`src/rtl/hb_chain_stage.sv`:
```
module hb_chain_stage #(
  parameter int PMIN    = 400,
  parameter int PMAX    = 8000,
  parameter int QUAL_N  = 3,
  parameter int DROP_N  = 2,
  parameter int MATCH_N = 2,
  parameter int SYNC    = 2
) (
  input  logic clk,
  input  logic rst_n,
  input  logic hb_in,
  input  logic ret_in,
  input  logic uv_flag,
  input  logic ov_flag,
  input  logic tlow_flag,
  input  logic meas_done,
  output logic hb_out,
  output logic stat_out,
  output logic stat_out_n,
  output logic idle
);

  localparam int CW = $clog2(PMAX + 2);
  localparam int QW = $clog2(QUAL_N + 1);
  localparam int DW = $clog2(DROP_N + 1);
  localparam int MW = $clog2(MATCH_N + 1);
  localparam logic [CW-1:0] MAXP1 = CW'(PMAX + 1);
  localparam logic [CW-1:0] LO    = CW'(PMIN);
  localparam logic [CW-1:0] HI    = CW'(PMAX);

  logic [SYNC:0]   hb_sh, ret_sh;
  logic            hb_s, hb_rise, ret_rise;
  logic [CW-1:0]   e_cnt, r_cnt, ref_per, r_diff;
  logic            e_seen, r_seen, e_ok, r_ok;
  logic [QW-1:0]   good;
  logic [DW-1:0]   bad;
  logic [MW-1:0]   mcnt;
  logic            enabled, match_q, gate, hb_q, stat_q;

  always_ff @(posedge clk or negedge rst_n)
    if (!rst_n) begin
      hb_sh  <= '0;
      ret_sh <= '0;
    end else begin
      hb_sh  <= {hb_sh[SYNC-1:0], hb_in};
      ret_sh <= {ret_sh[SYNC-1:0], ret_in};
    end

  assign hb_s     = hb_sh[SYNC-1];
  assign hb_rise  = hb_sh[SYNC-1] & ~hb_sh[SYNC];
  assign ret_rise = ret_sh[SYNC-1] & ~ret_sh[SYNC];

  // period counters saturate one past the window
  always_ff @(posedge clk or negedge rst_n)
    if (!rst_n) begin
      e_cnt  <= MAXP1;
      e_seen <= 1'b0;
    end else if (hb_rise) begin
      e_cnt  <= CW'(1);
      e_seen <= 1'b1;
    end else if (e_cnt != MAXP1) begin
      e_cnt  <= e_cnt + CW'(1);
    end else begin
      e_seen <= 1'b0;
    end

  always_ff @(posedge clk or negedge rst_n)
    if (!rst_n) begin
      r_cnt  <= MAXP1;
      r_seen <= 1'b0;
    end else if (ret_rise) begin
      r_cnt  <= CW'(1);
      r_seen <= 1'b1;
    end else if (r_cnt != MAXP1) begin
      r_cnt  <= r_cnt + CW'(1);
    end else begin
      r_seen <= 1'b0;
    end

  assign e_ok   = e_seen && (e_cnt >= LO) && (e_cnt <= HI);
  assign r_diff = (r_cnt >= ref_per) ? r_cnt - ref_per : ref_per - r_cnt;
  assign r_ok   = r_seen && (r_diff <= (ref_per >> 3));

  always_ff @(posedge clk or negedge rst_n)
    if (!rst_n) begin
      enabled <= 1'b0;
      good    <= '0;
      bad     <= '0;
      ref_per <= HI;
    end else if (e_cnt == MAXP1) begin
      enabled <= 1'b0;
      good    <= '0;
      bad     <= '0;
    end else if (hb_rise && e_seen) begin
      if (e_ok) begin
        ref_per <= e_cnt;
        bad     <= '0;
        if (good != QW'(QUAL_N)) good <= good + QW'(1);
        if (good >= QW'(QUAL_N - 1)) enabled <= 1'b1;
      end else begin
        good <= '0;
        if (bad != DW'(DROP_N)) bad <= bad + DW'(1);
        if (bad >= DW'(DROP_N - 1)) enabled <= 1'b0;
      end
    end

  always_ff @(posedge clk or negedge rst_n)
    if (!rst_n) begin
      match_q <= 1'b0;
      mcnt    <= '0;
    end else if (!enabled || r_cnt == MAXP1) begin
      match_q <= 1'b0;
      mcnt    <= '0;
    end else if (ret_rise && r_seen) begin
      if (r_ok) begin
        if (mcnt != MW'(MATCH_N)) mcnt <= mcnt + MW'(1);
        if (mcnt >= MW'(MATCH_N - 1)) match_q <= 1'b1;
      end else begin
        mcnt    <= '0;
        match_q <= 1'b0;
      end
    end

  always_ff @(posedge clk or negedge rst_n)
    if (!rst_n)
      gate <= 1'b0;
    else if (!enabled)
      gate <= 1'b0;
    else if (meas_done)
      gate <= match_q & ~uv_flag & ~ov_flag & ~tlow_flag;

  always_ff @(posedge clk or negedge rst_n)
    if (!rst_n) begin
      hb_q   <= 1'b0;
      stat_q <= 1'b0;
    end else begin
      hb_q   <= enabled & hb_s;
      stat_q <= gate & hb_s;
    end

  assign hb_out     = hb_q;
  assign stat_out   = stat_q;
  assign stat_out_n = ~stat_q;
  assign idle       = ~enabled;

  a_r2_enable_after_run: assert property (@(posedge clk) disable iff (!rst_n)
    $fell(idle) |-> ($past(hb_rise) && $past(good) >= QW'(QUAL_N - 1)));

  a_r3_drop_cause: assert property (@(posedge clk) disable iff (!rst_n)
    $rose(idle) |-> ($past(bad) >= DW'(DROP_N - 1) || $past(e_cnt) == MAXP1));

  a_r4_silence_idles: assert property (@(posedge clk) disable iff (!rst_n)
    (e_cnt == MAXP1) |=> idle);

  a_r6_gate_needs_match: assert property (@(posedge clk) disable iff (!rst_n)
    $rose(gate) |-> $past(match_q));

  a_r7_gate_on_strobe: assert property (@(posedge clk) disable iff (!rst_n)
    $rose(gate) |-> $past(meas_done));

  a_r11_idle_kills_gate: assert property (@(posedge clk) disable iff (!rst_n)
    idle |=> !gate);

endmodule

```
`config.mk`:
```
export PLATFORM = sky130hd
export DESIGN_NAME = hb_chain_stage
export DESIGN_NICKNAME = d
export VERILOG_FILES = /design/src/rtl/hb_chain_stage.sv
export SDC_FILE = /design/constraint.sdc
export NUM_CORES = 1
export LEC_CHECK = 0
export BUFFER_PORTS_ARGS = -buffer_cell sky130_fd_sc_hd__buf_2
export CAP_MARGIN = 15
export CORE_MARGIN = 1.5
export CORE_UTILIZATION = 48
export DETAILED_ROUTE_END_ITERATION = 8
export RECOVER_POWER = 100
export SLEW_MARGIN = 10
export SYNTH_ARGS = -nofsm -noshare
export SYNTH_HDL_FRONTEND = slang
export SYNTH_SLANG_ARGS = --single-unit
```
`constraint.sdc`:
```
create_clock -name clk -period 5 [get_ports clk]
set_input_delay 0.75 -clock clk [delete_from_list [all_inputs] [get_ports clk]]
set_output_delay 0.75 -clock clk [all_outputs]
set_load 0.03 [all_outputs]
```
# Word level (Yosys, flattened, before mapping)
# Index checks and enable logic that the tools add are counted.
[totals]
ff_bits = 58
input_bits = 8
[op_classes]
n_addsub = 7
order_cmp = 7
n_eq_ne = 14
muxes = 32
bitwise_logic = 15
reduce_logical = 19
[op_table]
columns = ["op", "count"]
rows = [
  ["$mux 13", 5],
  ["$add 13x1->13 const B", 2],
  ["$eq 13x13->1 const B", 2],
  ["$ne 13x13->1 const B", 2],
  ["$sub 13x13->13", 2],
  ["$mux 2", 12],
  ["$mux 1", 15],
  ["$ge 13x13->1", 1],
  ["$ge 13x9->1 const B", 1],
  ["$le 13x10->1", 1],
  ["$le 13x13->1 const B", 1],
  ["$ne 2x2->1 const B", 6],
  ["$ne 3x1->1 const B", 4],
  ["$not 1->1", 8],
  ["$reduce_and 2->1", 4],
  ["$reduce_bool 2->1", 4],
  ["$and 1x1->1", 7],
  ["$add 2x1->2 const B", 3],
  ["$reduce_and 3->1", 2],
  ["$reduce_bool 3->1", 2],
  ["$logic_and 1x1->1", 5],
  ["$ge 2x1->1 const B", 2],
  ["$ge 2x2->1 const B", 1],
  ["$logic_not 1->1", 1],
  ["$logic_or 1x1->1", 1],
]

# Logic depth before layout (Yosys ltp)
[depth]
depth_word = 7
mapped_depth = 20
mapped_depth_nobuf = 19

# Worst setup path after synthesis
# OpenSTA, ideal clock, no wires.
[synth_timing]
kind = "flip-flop to flip-flop"
start = "register r_cnt[6]"
end = "register match_q"
arrival_ns = 4.117
required_time_ns = 4.923
setup_slack_ns = 0.806
stages_incl_launch_ff = 21
path_buffers = 2
synth_period_minus_slack_ns = 4.194
path_cell_list = "dfstp_2 > inv_1 > ha_1 > buf_2 > o21ai_0 > o21ai_0 > a2111oi_2 > o311ai_1 > buf_2 > nor2_1 > a221oi_1 > xnor2_1 > ha_1 > nand2_1 > nor2_1 > a2111oi_0 > a21o_1 > nand3b_1 > a2111oi_2 > nor2_1 > a21oi_1"
[synth_between]
elab_chain_cells = 7
[synth_rtl]
columns = ["element", "line", "rtl"]
rows = [
  ["start, declared", "33", "logic [CW-1:0] e_cnt, r_cnt, ref_per, r_diff;"],
  ["start signal, assigned", "75", "r_cnt <= r_cnt + CW'(1);"],
  ["$sub 13x13->13 or $ge 13x13->1 (tied branches)", "81", "assign r_diff = (r_cnt >= ref_per) ? r_cnt - ref_per : ref_per - r_cnt;"],
  ["$mux 13", "81", ""],
  ["$le 13x10->1", "82", "assign r_ok = r_seen && (r_diff <= (ref_per >> 3));"],
  ["$logic_and 1x1->1", "82", ""],
  ["$mux 1", "115", "if (r_ok) begin"],
  ["$mux 1", "114", "end else if (ret_rise && r_seen) begin"],
  ["$mux 1", "111", "end else if (!enabled || r_cnt == MAXP1) begin"],
  ["end signal, assigned", "112", "match_q <= 1'b0;"],
  ["end signal, assigned", "117", "if (mcnt >= MW'(MATCH_N - 1)) match_q <= 1'b1;"],
  ["end signal, assigned", "120", "match_q <= 1'b0;"],
  ["end, declared", "38", "logic enabled, match_q, gate, hb_q, stat_q;"],
]
# Parallel ways exist; a longest one is shown, timed or not. The select of a mux whose other input is x is not followed.
# A chain may end at the register's enable or synchronous reset.

# Final worst setup path
[layout_timing]
start = "register r_cnt[5]"
end = "register match_q"
# The elaborated chain is that of the path after synthesis.

==> results.sh <==
export IMPL_critPathMaxFanout=10
export IMPL_antenna_found_initial=0
export IMPL_chipWidth_um=97.3
export IMPL_initial_core_util_pct=49.2
export IMPL_combPwrFrac_pct=48.0
export IMPL_nFillCells=858
export IMPL_synth_avg_cell_area_um2=9.00
export IMPL_clkLatencyLatePin_ns=0.33
export IMPL_h_tree_depth=3
export IMPL_hold_start="hb_sh[0]"
export IMPL_cts_tree="yes"
export IMPL_viasPerCell=5.50
export IMPL_via_count=3325
export IMPL_worstRegToRegCells=20
export IMPL_diodes=0
export IMPL_cp_end_kind="register"
export IMPL_finalSetupViolCount=0
export IMPL_fin_worst_hold_slack_ns=0.359
export IMPL_syn_inst=474
export IMPL_fp_dieH_um=97.3
export IMPL_grt_pass1_wl_mm=15.7
export IMPL_cts_path_max_buffers=2
export IMPL_clkSinkCount=58
export IMPL_area_delta_synth_final_pct=10.1
export IMPL_worst_endpoint_required_ns=5.26
export IMPL_synth_edf_count=0
export IMPL_row_count=34
export IMPL_synth_warnings=0
export IMPL_drt_iter0_drc=93
export IMPL_synth_top_flop_cell="dfrtp_1"
export IMPL_io_pins=12
export IMPL_post_route_period_util_pct=93.1
export IMPL_tns_ns=0
export IMPL_worst_slew_pin_slew_ns=3.05
export IMPL_leakagePower_uw=0.00209
export IMPL_relSlewSlack_pct=-103
export IMPL_final_cell_mix="nor2_1 (51), inv_1 (47), ha_1 (45)"
export IMPL_outcome="complete, but fails checks"
export IMPL_syn_nets=530
export IMPL_clock_skew_ns=0.0137
export IMPL_path_clk_slew_ns=0.08
export IMPL_grt_overflow_total=0
export IMPL_core_um2=8680
export IMPL_crit_type="reg2reg"
export IMPL_vdd_drop_max_v=0.000161
export IMPL_port_buffers=11
export IMPL_fin_util_pct=54.1
export IMPL_cp_start_kind="register"
export IMPL_violations="max-capacitance violations, max-slew violations"
export IMPL_synth_cell_types=58
export IMPL_drc_errors=0
export IMPL_synth_seq_area_share_pct=34.6
export IMPL_holdPathStages=0
export IMPL_swShare_pct=37.4
export IMPL_hold_class="reg2reg"
export IMPL_hpwlAfterDp_mm=6.98
export IMPL_p_sw_uw=776
export IMPL_period_needed_ns=4.66
export IMPL_wl_per_cell_um=15.3
export IMPL_finalWeightedCongestion=0.920
export IMPL_synth_area_um2=4270
export IMPL_grt_start_max_net_pins=59
export IMPL_reg2reg_to="match_q"
export IMPL_numCtsBuffers=9
export IMPL_die_area_um2=9460
export IMPL_cts_root_buf="clkbuf_8"
export IMPL_hold_viol=0
export IMPL_grt_pass1_vias=3308
export IMPL_track_usage_pct=20.5
export IMPL_nets=547
export IMPL_p_seq_share_pct=26.2
export IMPL_async_flop_share_pct=100
export IMPL_intPower_uw=1300
export IMPL_final_antenna_net_count=0
export IMPL_power_density_nw_per_um2=442
export IMPL_drt_pre_antenna_iters=4
export IMPL_whs_endpoint="hb_sh[1]"
export IMPL_cap_viol_max_count=1
export IMPL_wl_mm=9.21
export IMPL_drive_above_1_share_pct=13.9
export IMPL_crit_arrival_ns=4.92
export IMPL_max_freq_mhz=215
export IMPL_mostFrequentLayoutCell="nor2_1"
export IMPL_synth_seq_cells=58
export IMPL_r2r_start="r_cnt[5]"
export IMPL_p_clk_share_pct=25.7
export IMPL_r2r_slack_ns=0.34
export IMPL_drv_slew=59
export IMPL_hold_buffers=0
[cells by family after synthesis]
kind of cell               count (synthesis)  synth area share (%)
buffers and inverters                     64                  6.33
DFF                                       58                  34.6
xor gates and xnor gates                  28                  5.75
muxes                                     20                  5.43
AOI/OAI and AO/OA                        104                  15.8
adders and majority gates                 48                  14.4
and+or+nand+nor                          152                  17.7
[sequential cells by signal, indices dropped and copies added (netlist names)]
| register | cells |
|---|---|
| gate | 1 |
| stat_out | 1 |
| e_seen | 1 |
| good | 2 |
| ref_per | 13 |
| match_q | 1 |
| r_seen | 1 |
| hb_sh | 3 |
| enabled | 1 |
| hb_out | 1 |
| bad | 2 |
| e_cnt | 13 |
| mcnt | 2 |
| r_cnt | 13 |
| ret_sh | 3 |
[how the worst max path moves through the flow]
| stage | start | to | slack, ns | depth (start not counted) |
|---|---|---|---|---|
| 2_1_floorplan | r_cnt[6] | match_q | 0.81 | 20 |
| 3_3_place_gp | r_cnt[6] | match_q | 0.31 | 18 |
| 3_5_place_dp | r_cnt[6] | match_q | 0.15 | 19 |
| 4_1_cts | r_cnt[6] | match_q | 0.13 | 19 |
| 5_1_grt | r_cnt[5] | match_q | -0.008 | 20 |
| 6_report | r_cnt[5] | match_q | 0.34 | 20 |
[final cells by class]
cell class / count / area [um2] / share of cell area [%]
tap: 108 / 135 / 2.88
clock inverter: 7 / 125 / 2.66
timing repair buffer: 23 / 133 / 2.82
inverter: 47 / 176 / 3.76
clock buffer: 9 / 124 / 2.64
multi-input combinational: 352 / 2530 / 53.8
sequential: 58 / 1480 / 31.4
[repair_timing]
action / 4_1_cts / 5_1_grt
resized for setup: 0 / 8
setup buffers: 0 / 1
endpoints found under the setup margin: 0 / 3
[power by group through the flow]
stage | Clock [uW] | Sequential [uW] | Combinational [uW]
floorplan | 0 | 548 | 723
global placement | 0 | 553 | 933
detailed placement | 0 | 555 | 939
CTS | 549 | 547 | 946
global route | 569 | 549 | 1120
finish | 534 | 545 | 997
[synth_stat cells, types with 3 or more instances]
cell type | number | share of area, %
and3_1 | 8 | 1.2
o211ai_1 | 3 | 0.53
clkbuf_1 | 8 | 0.70
mux2i_1 | 7 | 1.6
mux2_4 | 4 | 1.4
a21oi_1 | 32 | 3.8
nor2b_1 | 3 | 0.44
nor4_1 | 4 | 0.59
nor2_1 | 51 | 4.5
xor2_1 | 8 | 1.6
buf_2 | 6 | 0.70
a21o_1 | 14 | 2.5
or3_1 | 6 | 0.88
ha_1 | 46 | 13
nor3_1 | 12 | 1.4
nand2b_1 | 5 | 0.73
nand3_1 | 16 | 1.9
a211oi_1 | 6 | 1.1
inv_1 | 47 | 4.1
o21bai_1 | 3 | 0.53
dfstp_2 | 20 | 12
and2_1 | 4 | 0.59
dfrtp_1 | 38 | 22
o21ai_0 | 24 | 2.8
nand2_1 | 23 | 2.0
nand4_1 | 9 | 1.3
mux2_2 | 9 | 2.4
a31oi_1 | 4 | 0.59
xnor2_1 | 20 | 4.1
[stage by stage]
stage	cell area, um2	cells	power, uW	setup WS [ns]
finish	4700	604	2080	0.344
global route	4700	604	2240	-0.00789
CTS	4690	602	2040	0.127
detailed placement	4450	586	1490	0.147
global placement	4450	586	1490	0.310
floorplan	4270	474	1270	0.806
[per-layer routing]
metal  track usage, %  share of wire [%]  up-vias
met5                0                  0        -
met4             6.92                1.8        0
met3             3.67                1.6       12
met2             33.4                 47       29
met1             27.7                 50     1592
li1                 -                  -     1692
[critical path, stage by stage (launching register included)]
cell       delay (ns)
dfrtp_1          0.45
inv_1            0.07
ha_1             0.40
a211oi_1         0.31
o21ai_1          0.19
a2111oi_2        0.31
buf_4            0.18
o311ai_4         0.17
a211oi_1         0.28
a21oi_1          0.12
a221oi_2         0.30
xnor2_1          0.16
ha_1             0.27
nand2_1          0.07
nor2_1           0.04
a2111oi_1        0.36
a21o_1           0.21
nand3_1          0.11
nor4_2           0.34
nor2_1           0.12
a21oi_1          0.16
No activity file was read; power rests on OpenSTA's default activity.
